**config.mk**
```make
export PLATFORM = sky130hd
export DESIGN_NAME = pos_counter
export DESIGN_NICKNAME = d
export VERILOG_FILES = /design/src/rtl/pos_cnt_pkg.sv /design/src/rtl/pos_cnt_step.sv /design/src/rtl/pos_cnt_flags.sv /design/src/rtl/pos_cnt_pins.sv /design/src/rtl/pos_counter.sv
export SDC_FILE = /design/constraint.sdc
export NUM_CORES = 1
export LEC_CHECK = 0
export BUFFER_PORTS_ARGS = -buffer_cell sky130_fd_sc_hd__buf_2
export CAP_MARGIN = 30
export CORE_UTILIZATION = 59
export DETAILED_ROUTE_END_ITERATION = 6
export GPL_TIMING_DRIVEN = 0
export PLACE_DENSITY = 0.87
export SLEW_MARGIN = 30
export SYNTH_ARGS = -nofsm -noshare
export SYNTH_HDL_FRONTEND = slang
export SYNTH_SLANG_ARGS = --single-unit
```
**constraint.sdc**
```tcl
create_clock -name clk_i -period 2.9 [get_ports clk_i]
set_input_delay 0.145 -clock clk_i [delete_from_list [all_inputs] [get_ports clk_i]]
set_output_delay 0.145 -clock clk_i [all_outputs]
set_load 0.02 [all_outputs]
```
**src/rtl/pos_cnt_pkg.sv**
```systemverilog
package pos_cnt_pkg;
  typedef enum logic [1:0] {
    PIN_CB_LOW  = 2'b00,
    PIN_CB_TGL  = 2'b01,
    PIN_CB_HIGH = 2'b10,
    PIN_MATCH   = 2'b11
  } pin_mode_e;
endpackage

```
**src/rtl/pos_cnt_step.sv**
```systemverilog
module pos_cnt_step #(
  parameter int DIGITS      = 6,
  parameter bit BCD_SUPPORT = 1'b1,
  localparam int W          = 4 * DIGITS
) (
  input  logic [W-1:0] val_i,
  input  logic         up_i,
  input  logic         bcd_i,
  output logic [W-1:0] nxt_o,
  output logic         wrap_o
);
  logic [W-1:0] bin_nxt, bcd_nxt;
  logic         bin_wrap, bcd_wrap;

  assign bin_nxt  = up_i ? val_i + 1'b1 : val_i - 1'b1;
  assign bin_wrap = up_i ? &val_i : ~|val_i;

  generate
    if (BCD_SUPPORT) begin : g_bcd
      logic [3:0] dig, ndig;
      logic       cy;
      // ripple a +/-1 through the decimal digits
      always_comb begin
        cy      = 1'b1;
        bcd_nxt = '0;
        dig     = '0;
        ndig    = '0;
        for (int i = 0; i < DIGITS; i++) begin
          dig  = val_i[4*i +: 4];
          ndig = dig;
          if (cy) begin
            if (up_i) begin
              if (dig >= 4'd9) ndig = 4'd0;
              else begin ndig = dig + 4'd1; cy = 1'b0; end
            end else begin
              if (dig == 4'd0) ndig = 4'd9;
              else begin ndig = dig - 4'd1; cy = 1'b0; end
            end
          end
          bcd_nxt[4*i +: 4] = ndig;
        end
        bcd_wrap = cy;
      end
    end else begin : g_nobcd
      assign bcd_nxt  = bin_nxt;
      assign bcd_wrap = bin_wrap;
    end
  endgenerate

  assign nxt_o  = bcd_i ? bcd_nxt : bin_nxt;
  assign wrap_o = bcd_i ? bcd_wrap : bin_wrap;
endmodule

```
**src/rtl/pos_cnt_flags.sv**
```systemverilog
module pos_cnt_flags (
  input  logic clk_i,
  input  logic rst_ni,
  input  logic carry_evt_i,
  input  logic borrow_evt_i,
  input  logic clr_i,
  input  logic match_i,
  input  logic cmp_clr_i,
  input  logic cnt_en_i,
  input  logic cnt_up_i,
  output logic carry_o,
  output logic borrow_o,
  output logic carry_tgl_o,
  output logic borrow_tgl_o,
  output logic cmp_tgl_o,
  output logic sign_o,
  output logic dir_o
);
  logic match_prev_q;

  always_ff @(posedge clk_i or negedge rst_ni) begin
    if (!rst_ni) begin
      carry_o      <= 1'b0;
      borrow_o     <= 1'b0;
      carry_tgl_o  <= 1'b0;
      borrow_tgl_o <= 1'b0;
      cmp_tgl_o    <= 1'b0;
      sign_o       <= 1'b1;
      dir_o        <= 1'b1;
      match_prev_q <= 1'b0;
    end else begin
      carry_o  <= carry_evt_i;
      borrow_o <= borrow_evt_i;
      if (clr_i) begin
        carry_tgl_o  <= 1'b0;
        borrow_tgl_o <= 1'b0;
        sign_o       <= 1'b1;
      end else begin
        // trailing edge of the pulse
        carry_tgl_o  <= carry_tgl_o ^ carry_o;
        borrow_tgl_o <= borrow_tgl_o ^ borrow_o;
        if (carry_evt_i)       sign_o <= 1'b1;
        else if (borrow_evt_i) sign_o <= 1'b0;
      end
      if (cnt_en_i) dir_o <= cnt_up_i;
      match_prev_q <= match_i;
      if (cmp_clr_i)                    cmp_tgl_o <= 1'b0;
      else if (match_prev_q && !match_i) cmp_tgl_o <= ~cmp_tgl_o;
    end
  end

  AST_CB_EXCL: assert property (@(posedge clk_i) disable iff (!rst_ni)
    !(carry_o && borrow_o));
  AST_SIGN_CARRY: assert property (@(posedge clk_i) disable iff (!rst_ni)
    carry_o |-> sign_o);
  AST_SIGN_BORROW: assert property (@(posedge clk_i) disable iff (!rst_ni)
    borrow_o |-> !sign_o);
  AST_CTGL_FLIP: assert property (@(posedge clk_i) disable iff (!rst_ni)
    carry_o && !clr_i |=> carry_tgl_o != $past(carry_tgl_o));
  AST_CMP_HOLD: assert property (@(posedge clk_i) disable iff (!rst_ni)
    !cmp_clr_i && !(match_prev_q && !match_i) |=> $stable(cmp_tgl_o));
endmodule

```
**src/rtl/pos_cnt_pins.sv**
```systemverilog
module pos_cnt_pins
  import pos_cnt_pkg::*;
(
  input  pin_mode_e mode_i,
  input  logic      carry_i,
  input  logic      borrow_i,
  input  logic      carry_tgl_i,
  input  logic      borrow_tgl_i,
  input  logic      match_i,
  output logic      pin_a_o,
  output logic      pin_b_o
);
  always_comb begin
    unique case (mode_i)
      PIN_CB_LOW:  begin pin_a_o = ~carry_i;     pin_b_o = ~borrow_i;     end
      PIN_CB_TGL:  begin pin_a_o = carry_tgl_i;  pin_b_o = borrow_tgl_i;  end
      PIN_CB_HIGH: begin pin_a_o = carry_i;      pin_b_o = borrow_i;      end
      default:     begin pin_a_o = ~match_i;     pin_b_o = match_i;       end
    endcase
  end
endmodule

```
**src/rtl/pos_counter.sv**
```systemverilog
module pos_counter
  import pos_cnt_pkg::*;
#(
  parameter int DIGITS      = 6,
  parameter bit BCD_SUPPORT = 1'b1
) (
  input  logic                  clk_i,
  input  logic                  rst_ni,
  input  logic                  cnt_en_i,
  input  logic                  cnt_up_i,
  input  logic                  bcd_i,
  input  logic                  div_n_i,
  input  logic [1:0]            pin_mode_i,
  input  logic                  preset_we_i,
  input  logic [4*DIGITS-1:0]   preset_i,
  input  logic                  cmd_clr_i,
  input  logic                  cmd_load_i,
  input  logic                  cmd_latch_i,
  input  logic                  cmd_cmp_clr_i,
  output logic [4*DIGITS-1:0]   count_o,
  output logic [4*DIGITS-1:0]   latch_o,
  output logic                  carry_o,
  output logic                  borrow_o,
  output logic                  match_o,
  output logic                  carry_tgl_o,
  output logic                  borrow_tgl_o,
  output logic                  cmp_tgl_o,
  output logic                  sign_o,
  output logic                  dir_o,
  output logic                  pin_a_o,
  output logic                  pin_b_o
);
  localparam int W = 4 * DIGITS;

  logic [W-1:0] cnt_q, cnt_d, preset_q, latch_q, step_nxt;
  logic         step_wrap, count_ev, carry_evt, borrow_evt;

  pos_cnt_step #(.DIGITS(DIGITS), .BCD_SUPPORT(BCD_SUPPORT)) u_step (
    .val_i (cnt_q),
    .up_i  (cnt_up_i),
    .bcd_i (bcd_i),
    .nxt_o (step_nxt),
    .wrap_o(step_wrap)
  );

  assign count_ev   = cnt_en_i && !cmd_clr_i && !cmd_load_i;
  assign carry_evt  = count_ev && cnt_up_i && step_wrap;
  assign borrow_evt = count_ev && !cnt_up_i && step_wrap;

  always_comb begin
    cnt_d = cnt_q;
    if (cmd_clr_i)       cnt_d = '0;
    else if (cmd_load_i) cnt_d = preset_q;
    else if (count_ev)   cnt_d = (step_wrap && div_n_i) ? preset_q : step_nxt;
  end

  always_ff @(posedge clk_i or negedge rst_ni) begin
    if (!rst_ni) begin
      cnt_q    <= '0;
      preset_q <= '0;
      latch_q  <= '0;
    end else begin
      cnt_q <= cnt_d;
      if (preset_we_i) preset_q <= preset_i;
      if (cmd_latch_i) latch_q  <= cnt_q;
    end
  end

  assign match_o = (cnt_q == preset_q);
  assign count_o = cnt_q;
  assign latch_o = latch_q;

  pos_cnt_flags u_flags (
    .clk_i       (clk_i),
    .rst_ni      (rst_ni),
    .carry_evt_i (carry_evt),
    .borrow_evt_i(borrow_evt),
    .clr_i       (cmd_clr_i),
    .match_i     (match_o),
    .cmp_clr_i   (cmd_cmp_clr_i),
    .cnt_en_i    (cnt_en_i),
    .cnt_up_i    (cnt_up_i),
    .carry_o     (carry_o),
    .borrow_o    (borrow_o),
    .carry_tgl_o (carry_tgl_o),
    .borrow_tgl_o(borrow_tgl_o),
    .cmp_tgl_o   (cmp_tgl_o),
    .sign_o      (sign_o),
    .dir_o       (dir_o)
  );

  pos_cnt_pins u_pins (
    .mode_i      (pin_mode_e'(pin_mode_i)),
    .carry_i     (carry_o),
    .borrow_i    (borrow_o),
    .carry_tgl_i (carry_tgl_o),
    .borrow_tgl_i(borrow_tgl_o),
    .match_i     (match_o),
    .pin_a_o     (pin_a_o),
    .pin_b_o     (pin_b_o)
  );

  AST_CLR_PRIO: assert property (@(posedge clk_i) disable iff (!rst_ni)
    cmd_clr_i |=> cnt_q == '0 && !carry_o && !borrow_o);
  AST_LOAD_PRIO: assert property (@(posedge clk_i) disable iff (!rst_ni)
    !cmd_clr_i && cmd_load_i |=> cnt_q == $past(preset_q) && !carry_o && !borrow_o);
  AST_HOLD: assert property (@(posedge clk_i) disable iff (!rst_ni)
    !cnt_en_i && !cmd_clr_i && !cmd_load_i |=> $stable(cnt_q));
  AST_LATCH_SNAP: assert property (@(posedge clk_i) disable iff (!rst_ni)
    cmd_latch_i |=> latch_q == $past(cnt_q));
  AST_DIVN_RELOAD: assert property (@(posedge clk_i) disable iff (!rst_ni)
    div_n_i && (carry_evt || borrow_evt) |=> cnt_q == $past(preset_q));
  AST_PIN_MATCH: assert property (@(posedge clk_i) disable iff (!rst_ni)
    pin_mode_i == 2'b11 |-> pin_b_o == match_o && pin_a_o == !match_o);
endmodule

```
Word-level counts from Yosys, hierarchy flattened. Index checks and enable logic that the tools add are counted.

Register bits: 80. Bits of input ports: 37.

$add $sub $neg: 14. $lt $le $gt $ge: 6. Eq/ne operators: 8. Mux-type cells: 63. Bitwise gates (word level): 6. Reduce and logical (&&, ||, !) cells: 30.

Operators by type and width (number): $mux 24 (6); $mux 4 (23); $mux 1 (32); $ne 5x1->1 const B (5); $add 24x1->24 const B (1); $add 4x1->4 const B (6); $eq 24x24->1 (1); $ge 4x4->1 const B (6); $logic_not 4->1 (6); $reduce_and 24->1 (1); $reduce_or 24->1 (1); $sub 24x1->24 const B (1); $sub 4x1->4 const B (6); $reduce_and 2->1 (5); $logic_and 1x1->1 (8); $pmux 1 s3 (2); $reduce_bool 3->1 (2); $logic_not 1->1 (5); $not 1->1 (4); $eq 2x1->1 const B (1); $eq 2x2->1 const B (1); $logic_not 2->1 (1); $reduce_bool 2->1 (1); $xor 1x1->1 (2).

Longest topological paths before layout. Gate-level depths: netlist of the first run.

Depth in word-level cells: 14. Mapped depth: 13. Depth with buffers taken out: 9.

Cells and area by module. Synthesis of the first run repeated with hierarchy kept, for this count alone.

Cells, all modules: 718. Area, all modules: 6640.1 um^2.

By module, submodules not included: pos_counter (times used 1, cells an instance 244, area each 3254.4 um^2); pos_cnt_step (times used 1, cells an instance 444, area each 3031.7 um^2); pos_cnt_flags (times used 1, cells an instance 20, area each 290.3 um^2); pos_cnt_pins (times used 1, cells an instance 10, area each 63.8 um^2).

Worst setup path after synthesis of the first run. Ideal clock, no wire load.

Path kind: input port to flip-flop. Start point: input port cnt_up_i. End point: register cnt_q[20], in the netlist count_o[20]. Library setup time: 0.095 ns. Arrival: 3.106 ns. Path slack: -0.302 ns. Stages on the path: 12. Cell sequence: buf_2 inv_1 clkbuf_1 ha_1 buf_2 a21oi_1 o21ai_1 a2111oi_0 nor2_1 o31a_1 o311a_1 o31ai_1.

Word-level cells in the longest chain between the ends: 12. Elaborated cells on any way between the ends: 24.

RTL lines: from (decl) (line pos_counter.sv:10) `input logic cnt_up_i,`; $mux 1 (line pos_cnt_step.sv:32) `if (up_i) begin`; $mux 1 (5 in series) (line pos_cnt_step.sv:31) `if (cy) begin`; $mux 1 (line pos_cnt_step.sv:51) `assign wrap_o = bcd_i ? bcd_wrap : bin_wrap;`; $logic_and 1x1->1 (line pos_counter.sv:54) `else if (count_ev) cnt_d = (step_wrap && div_n_i) ? preset_q : step_nxt;`; $mux 24 (2 in series) (line pos_counter.sv:54); $mux 24 (line pos_counter.sv:53) `else if (cmd_load_i) cnt_d = preset_q;`; $mux 24 (line pos_counter.sv:52) `if (cmd_clr_i) cnt_d = '0;`; to (signal assigned) (line pos_counter.sv:63) `cnt_q <= cnt_d;`; to (decl) (line pos_counter.sv:35) `logic [W-1:0] cnt_q, cnt_d, preset_q, latch_q, step_nxt;`.

Parallel ways exist; a longest one is shown, timed or not. The select of a mux whose other input is x is not followed. A chain may end at the register's enable or synchronous reset.

Final worst setup path of the first run.
Start point: register cnt_q[18], in the netlist count_o[18]. End point: output port pin_b_o.

Word-level cells in the longest chain between the ends: 2.

RTL lines: $eq 24x24->1 (line pos_counter.sv:69) `assign match_o = (cnt_q == preset_q);`; $pmux 1 s3 (line pos_cnt_pins.sv:14) `unique case (mode_i)`; to (decl) (line pos_counter.sv:31) `output logic pin_b_o`.

Every way passes these cells.

==> impl_metrics.env, run 1 <==
export IMPL_ir_worst_vdd_uv=589
export IMPL_vias=6903
export IMPL_max_cap_viol_count=0
export IMPL_yosysTopAreaCell="dfrtp_1"
export IMPL_post_place_ws_ns=-1.02
export IMPL_cts_root_buf="clkbuf_16"
export IMPL_synth_flop_cell="dfrtp_1"
export IMPL_fp_dieW_um=108
export IMPL_cp_max_fo=10
export IMPL_status="finished, violations left"
export IMPL_die_h_um=108
export IMPL_failed_checks="setup timing"
export IMPL_detail_route_iter0_violations=773
export IMPL_fp_row_count=38
export IMPL_slew_violations=0
export IMPL_finalCriticalPeriod_ns=2.96
export IMPL_dp_hpwl_um=15500
export IMPL_dpl_cell_area_mm2=0.00734
export IMPL_timing_rr_end="count_o[19]"
export IMPL_utilization_pct=73.2
export IMPL_ys_types=90
export IMPL_portBuffers=92
export IMPL_clock_skew_ns=0.00936
export IMPL_leakage_nw=3.50
export IMPL_rsz0062_at_grt="true"
export IMPL_antenna_found_initial=1
export IMPL_clock_sinks=80
export IMPL_r2r_start="count_o[16]"
export IMPL_yosysWarnings=0
export IMPL_synth_most_common_cell="dfrtp_1"
export IMPL_hp_class="in2reg"
export IMPL_hold_viol=0
export IMPL_cp_required_ns=2.76
export IMPL_cts_made_buffers=9
export IMPL_place_gp_congestion=1.02
export IMPL_yosysTopAreaCellShare_pct=29.2
export IMPL_start_kind="flip-flop"
export IMPL_seq_area_mm2=0.00202
export IMPL_multi_input_area_mm2=0.00452
export IMPL_holdPathEnd="preset_q[13]"
export IMPL_reg2reg_depth=13
export IMPL_synth_cells=752
export IMPL_worstPathArrival_ns=2.82
export IMPL_fin_nets=942
export IMPL_whs_path_depth=2
export IMPL_reg2reg_slack_ns=0.09
export IMPL_ant_nets=0
export IMPL_clock_latency_ns=0.34
export IMPL_syn_area_per_cell_um2=8.88
export IMPL_hp_start="preset_i[13]"
export IMPL_grt_start_max_net_pins=48
export IMPL_maxClockFrequency_mhz=338
export IMPL_core_mm2=0.0109
export IMPL_vias_per_cell=6.84
export IMPL_start_util_pct=61.0
export IMPL_whs_ns=0.0369
export IMPL_wire_per_inst_um=22.0
export IMPL_wl_um=22200
export IMPL_drc=0
export IMPL_async_reset_ff_share_pct=100
export IMPL_htree_levels=3
export IMPL_fin_area_mm2=0.00800
export IMPL_cts_tree="done"
export IMPL_drive_above_1_share_pct=29.1
export IMPL_synth_edff_count=0
export IMPL_power_w=0.00482
export IMPL_max_slew_worst_pin_slew_ns=0.640
export IMPL_grt_usage_pct=38.1
export IMPL_endpoint_kind="output pin"
export IMPL_relSlewSlack_pct=57.3
export IMPL_syn_area_mm2=0.00668
export IMPL_yosys_top_cells_count="dfrtp_1, nand2_1, nor2_1"
export IMPL_setup_ws_ns=-0.0614
export IMPL_clk_pin_slew_ns=0.06
export IMPL_powerDensity_mw_per_mm2=602
export IMPL_drt_pass1_iterations=6
export IMPL_ys_ff_latch=80
export IMPL_grt_overflow=0
export IMPL_io_pins=95
export IMPL_grt_pass1_vias=6146
export IMPL_nFillCells=771
export IMPL_area_delta_synth_final_pct=19.9
export IMPL_setup_viol=2
export IMPL_grt_pass1_wl_um=33700
export IMPL_syn_nets=831
export IMPL_cts_buffer_depth=2
export IMPL_yosys_top_cells_area="dfrtp_1, mux2_2, ha_1"
export IMPL_die_area_mm2=0.0117
export IMPL_crit_type="reg2out"
export IMPL_ys_seq_area_share_pct=30.0
export IMPL_fin_crit_sh_pct=102
[placed cells by master (no fill, tap or decap), types with 6 or more instances in the layout]
| cell type | count |
|---|---|
| a211oi_1 | 9 |
| a21oi_1 | 35 |
| a31oi_1 | 7 |
| a32oi_1 | 6 |
| and3_1 | 6 |
| buf_2 | 96 |
| buf_4 | 10 |
| buf_6 | 6 |
| clkbuf_1 | 24 |
| clkbuf_16 | 9 |
| dfrtp_1 | 69 |
| dfrtp_2 | 9 |
| ha_1 | 38 |
| inv_1 | 27 |
| mux2_2 | 49 |
| nand2_1 | 57 |
| nand2b_1 | 13 |
| nand3_1 | 13 |
| nand4_1 | 13 |
| nor2_1 | 51 |
| nor3_1 | 19 |
| nor3b_1 | 6 |
| nor4_1 | 8 |
| o211ai_1 | 13 |
| o21a_1 | 11 |
| o21ai_0 | 40 |
| o21ai_1 | 17 |
| o21bai_1 | 6 |
| o22ai_1 | 8 |
| o31ai_1 | 6 |
| xnor2_1 | 17 |
| xor2_1 | 21 |
[metal layers]
metal | track usage (%) | vias to the layer above | routed length [µm]
met3 | 7.66 | 101 | 2640
met5 | 0 | - | 0
met4 | 14.9 | 0 | 936
met1 | 52.4 | 3267 | 8780
met2 | 59.0 | 496 | 9830
li1 | - | 3039 | -
[power by group]
group | internal (W) | leakage [nW] | switching [W]
Sequential | 0.00126 | 0.994 | 0.000205
Clock | 0.000848 | 0.164 | 0.000474
Combinational | 0.000799 | 2.34 | 0.00123
[cells by family after synthesis]
| group | Yosys count | share of synthesized area (%) |
|---|---|---|
| and+or+nand+nor | 235 | 18.8 |
| buffers and inverters | 79 | 5.04 |
| AOI/OAI and AO/OA | 222 | 23.4 |
| muxes | 56 | 9.77 |
| adders and majority gates | 42 | 7.98 |
| xor gates and xnor gates | 38 | 4.99 |
| DFF | 80 | 30.0 |
[sequential cells by signal (all words and copies together), names as in the netlist]
name	count
count_o	24
latch_o	24
preset_q	24
u_flags.borrow_o	1
u_flags.borrow_tgl_o	1
u_flags.carry_o	1
u_flags.carry_tgl_o	1
u_flags.cmp_tgl_o	1
u_flags.dir_o	1
u_flags.match_prev_q	1
u_flags.sign_o	1
[worst max path at each step]
stage                      from     endpoint  slack, ns
finish              count_o[18]      pin_b_o      -0.06
global route        count_o[18]      pin_b_o      -0.24
CTS                  count_o[0]  count_o[13]      0.007
detailed placement     cnt_up_i  count_o[14]      -1.02
global placement       cnt_up_i  count_o[23]      -0.89
floorplan              cnt_up_i  count_o[20]       0.10
[layout make-up]
| type | count | share of cell area, % |
|---|---|---|
| inverters | 30 | 1.45 |
| well taps | 140 | 2.19 |
| clock inverters | 6 | 1.44 |
| repair buffers | 102 | 7.04 |
| diodes | 1 | 0.0313 |
| plain buffers | 47 | 3.36 |
| flip-flops and latches | 80 | 25.2 |
| multi-input cells | 593 | 56.4 |
| clock buffers | 10 | 2.86 |
[stage by stage]
stage | cells | setup TNS [ns]
after floorplan | 752 | 0
after global placement | 984 | -9.46
after detailed placement | 985 | -9.80
after CTS | 1001 | 0
after global routing | 1009 | -0.564
final | 1009 | -0.0912
[critical path, stage by stage, from the launching register on]
cell      delay, ns
dfrtp_1        0.53
clkbuf_2       0.32
xor2_1         0.13
nor4_1         0.44
nand4_1        0.20
nor3_2         0.34
nand2_1        0.13
a31oi_1        0.19
buf_2          0.19
[what timing repair did]
item                       in CTS  in global routing
hold endpoints to repair       34                  0
resized for setup              21                 52
setup endpoints to repair      23                 27
pin swaps                       0                  5
hold buffers                    2                  0
setup buffers                   0                  7
(Power assumes the default switching activity.)
==> inputs of run 2 (changes only) <==
- clock period: 2.9 -> 2.83 ns (I/O delays scaled with it)
==> impl_metrics.env, run 2 (synthesis results as in run 1) <==
export IMPL_core_mm2=0.0109
export IMPL_dp_hpwl_um=15500
export IMPL_status="finished clean"
export IMPL_crit_buf_inv=3
export IMPL_grt_usage_pct=38.8
export IMPL_drc=0
export IMPL_io_pins=95
export IMPL_relSlewSlack_pct=55.6
export IMPL_cp_cell_sequence="clkbuf_2, inv_1, ha_1, nor4b_1, nand4_1, o2bb2ai_2, a21oi_1, and2_4, buf_2, o21a_1, a22o_1"
export IMPL_cp_required_ns=3.06
export IMPL_crit_family="compound AO/OA/AOI/OAI gates"
export IMPL_area_delta_synth_final_pct=20.9
export IMPL_fin_crit_sh_pct=99.7
export IMPL_portBuffers=92
export IMPL_slowest_stage="dfrtp_1"
export IMPL_fin_tns_setup_ns=0
export IMPL_drt_pass1_iterations=6
export IMPL_final_cell_mix="buf_2, dfrtp_1, nand2_1"
export IMPL_htree_levels=3
export IMPL_leakage_nw=3.54
export IMPL_die_area_mm2=0.0117
export IMPL_placed_cells=985
export IMPL_cts_tree="done"
export IMPL_fp_dieW_um=108
export IMPL_grt_start_max_net_pins=48
export IMPL_hold_viol=0
export IMPL_finalCriticalPeriod_ns=2.82
export IMPL_final_cells=1010
export IMPL_layout_commonest_cell="buf_2"
export IMPL_grt_pass1_wl_um=34300
export IMPL_hp_start="preset_i[13]"
export IMPL_endpoint_kind="flip-flop"
export IMPL_reg2reg_depth=11
export IMPL_hp_class="in2reg"
export IMPL_start_kind="flip-flop"
export IMPL_reg2reg_slack_ns=0.008
export IMPL_vias=7115
export IMPL_slew_violations=0
export IMPL_antenna_found_initial=0
export IMPL_worstPathArrival_ns=3.05
export IMPL_grt_overflow=0
export IMPL_drive_above_1_share_pct=30.2
export IMPL_maxClockFrequency_mhz=354
export IMPL_powerDensity_mw_per_mm2=619
export IMPL_clock_sinks=80
export IMPL_wl_um=23200
export IMPL_num_antenna_cells=0
export IMPL_ir_worst_vdd_uv=607
export IMPL_ant_nets=0
export IMPL_cts_made_buffers=9
export IMPL_timing_rr_end="count_o[19]"
export IMPL_crit_path_max_incr_delay_ns=0.47
export IMPL_cts_root_buf="clkbuf_16"
export IMPL_max_cap_viol_count=0
export IMPL_place_gp_congestion=1.02
export IMPL_grt_pass1_vias=6300
export IMPL_clock_skew_ns=0.0118
export IMPL_detail_route_iter0_violations=923
export IMPL_cts_buffer_depth=2
export IMPL_cp_max_fo=8
export IMPL_die_h_um=108
export IMPL_fp_row_count=38
export IMPL_start_util_pct=61.0
export IMPL_max_slew_worst_pin_slew_ns=0.666
export IMPL_vias_per_cell=7.04
export IMPL_wire_per_inst_um=23.0
export IMPL_crit_type="reg2reg"
export IMPL_clk_pin_slew_ns=0.07
export IMPL_whs_path_depth=2
export IMPL_fin_nets=944
export IMPL_clock_latency_ns=0.35
export IMPL_r2r_start="count_o[12]"
export IMPL_setup_viol=0
export IMPL_holdPathEnd="preset_q[13]"
[run 2: layout make-up]
cell class	instances	area, µm²
Tap cell	140	175
Fill cell	740	2870
Buffer	47	280
Timing Repair Buffer	104	588
Multi-Input combinational cell	593	4550
Inverter	30	116
Sequential cell	80	2020
Clock buffer	10	229
Clock inverter	6	115
[run 2: metrics by stage]
stage | setup WS (ns) | hold slack, ns | power [W] | util, % | area (µm²)
floorplan | 0.0381 | -0.154 | 0.00279 | - | 6680
global placement | -0.952 | 0.293 | 0.00331 | 66.9 | 7310
detailed placement | -1.08 | 0.117 | 0.00335 | 67.1 | 7340
CTS | -0.00564 | 0.0306 | 0.00476 | 71.4 | 7800
global route | -0.0555 | 0.0365 | 0.00518 | 73.8 | 8070
finish | 0.00844 | 0.0299 | 0.00500 | 73.8 | 8070
[run 2: routing by layer]
layer	wire, µm	GRT usage (%)	up-vias
li1	-	-	3033
met1	8720	51.9	3337
met2	10100	60.3	588
met3	3000	8.02	157
met4	1410	18.1	0
met5	0	0	-
[run 2: power by group]
part	internal [W]	switching, W	total [W]
clock network	0.000869	0.000487	0.00136
registers	0.00130	0.000207	0.00150
logic	0.000842	0.00130	0.00214
[run 2: worst max-delay path by stage]
stage | start | endpoint | slack [ns] | cells past startpoint
after global routing | count_o[12] | count_o[21] | -0.06 | 11
after global placement | cnt_up_i | count_o[23] | -0.95 | 12
after detailed placement | cnt_up_i | count_o[14] | -1.08 | 13
final | count_o[12] | count_o[19] | 0.008 | 11
after floorplan | cnt_up_i | count_o[20] | 0.04 | 12
after CTS | count_o[0] | count_o[23] | -0.006 | 11
[run 2: timing repair]
action | 4_1_cts | 5_1_grt
cloned | 0 | 1
setup endpoints to repair | 27 | 27
gates resized for setup | 30 | 56
setup buffers | 0 | 8
hold endpoints to repair | 34 | 0
hold buffers | 2 | 0
pin swaps | 0 | 7
[run 2: worst register-to-register path: stages (launching register included)]
cell	delay [ns]
dfrtp_1	0.47
clkbuf_2	0.23
inv_1	0.12
ha_1	0.29
nor4b_1	0.30
nand4_1	0.15
o2bb2ai_2	0.21
a21oi_1	0.14
and2_4	0.20
buf_2	0.18
o21a_1	0.20
a22o_1	0.21
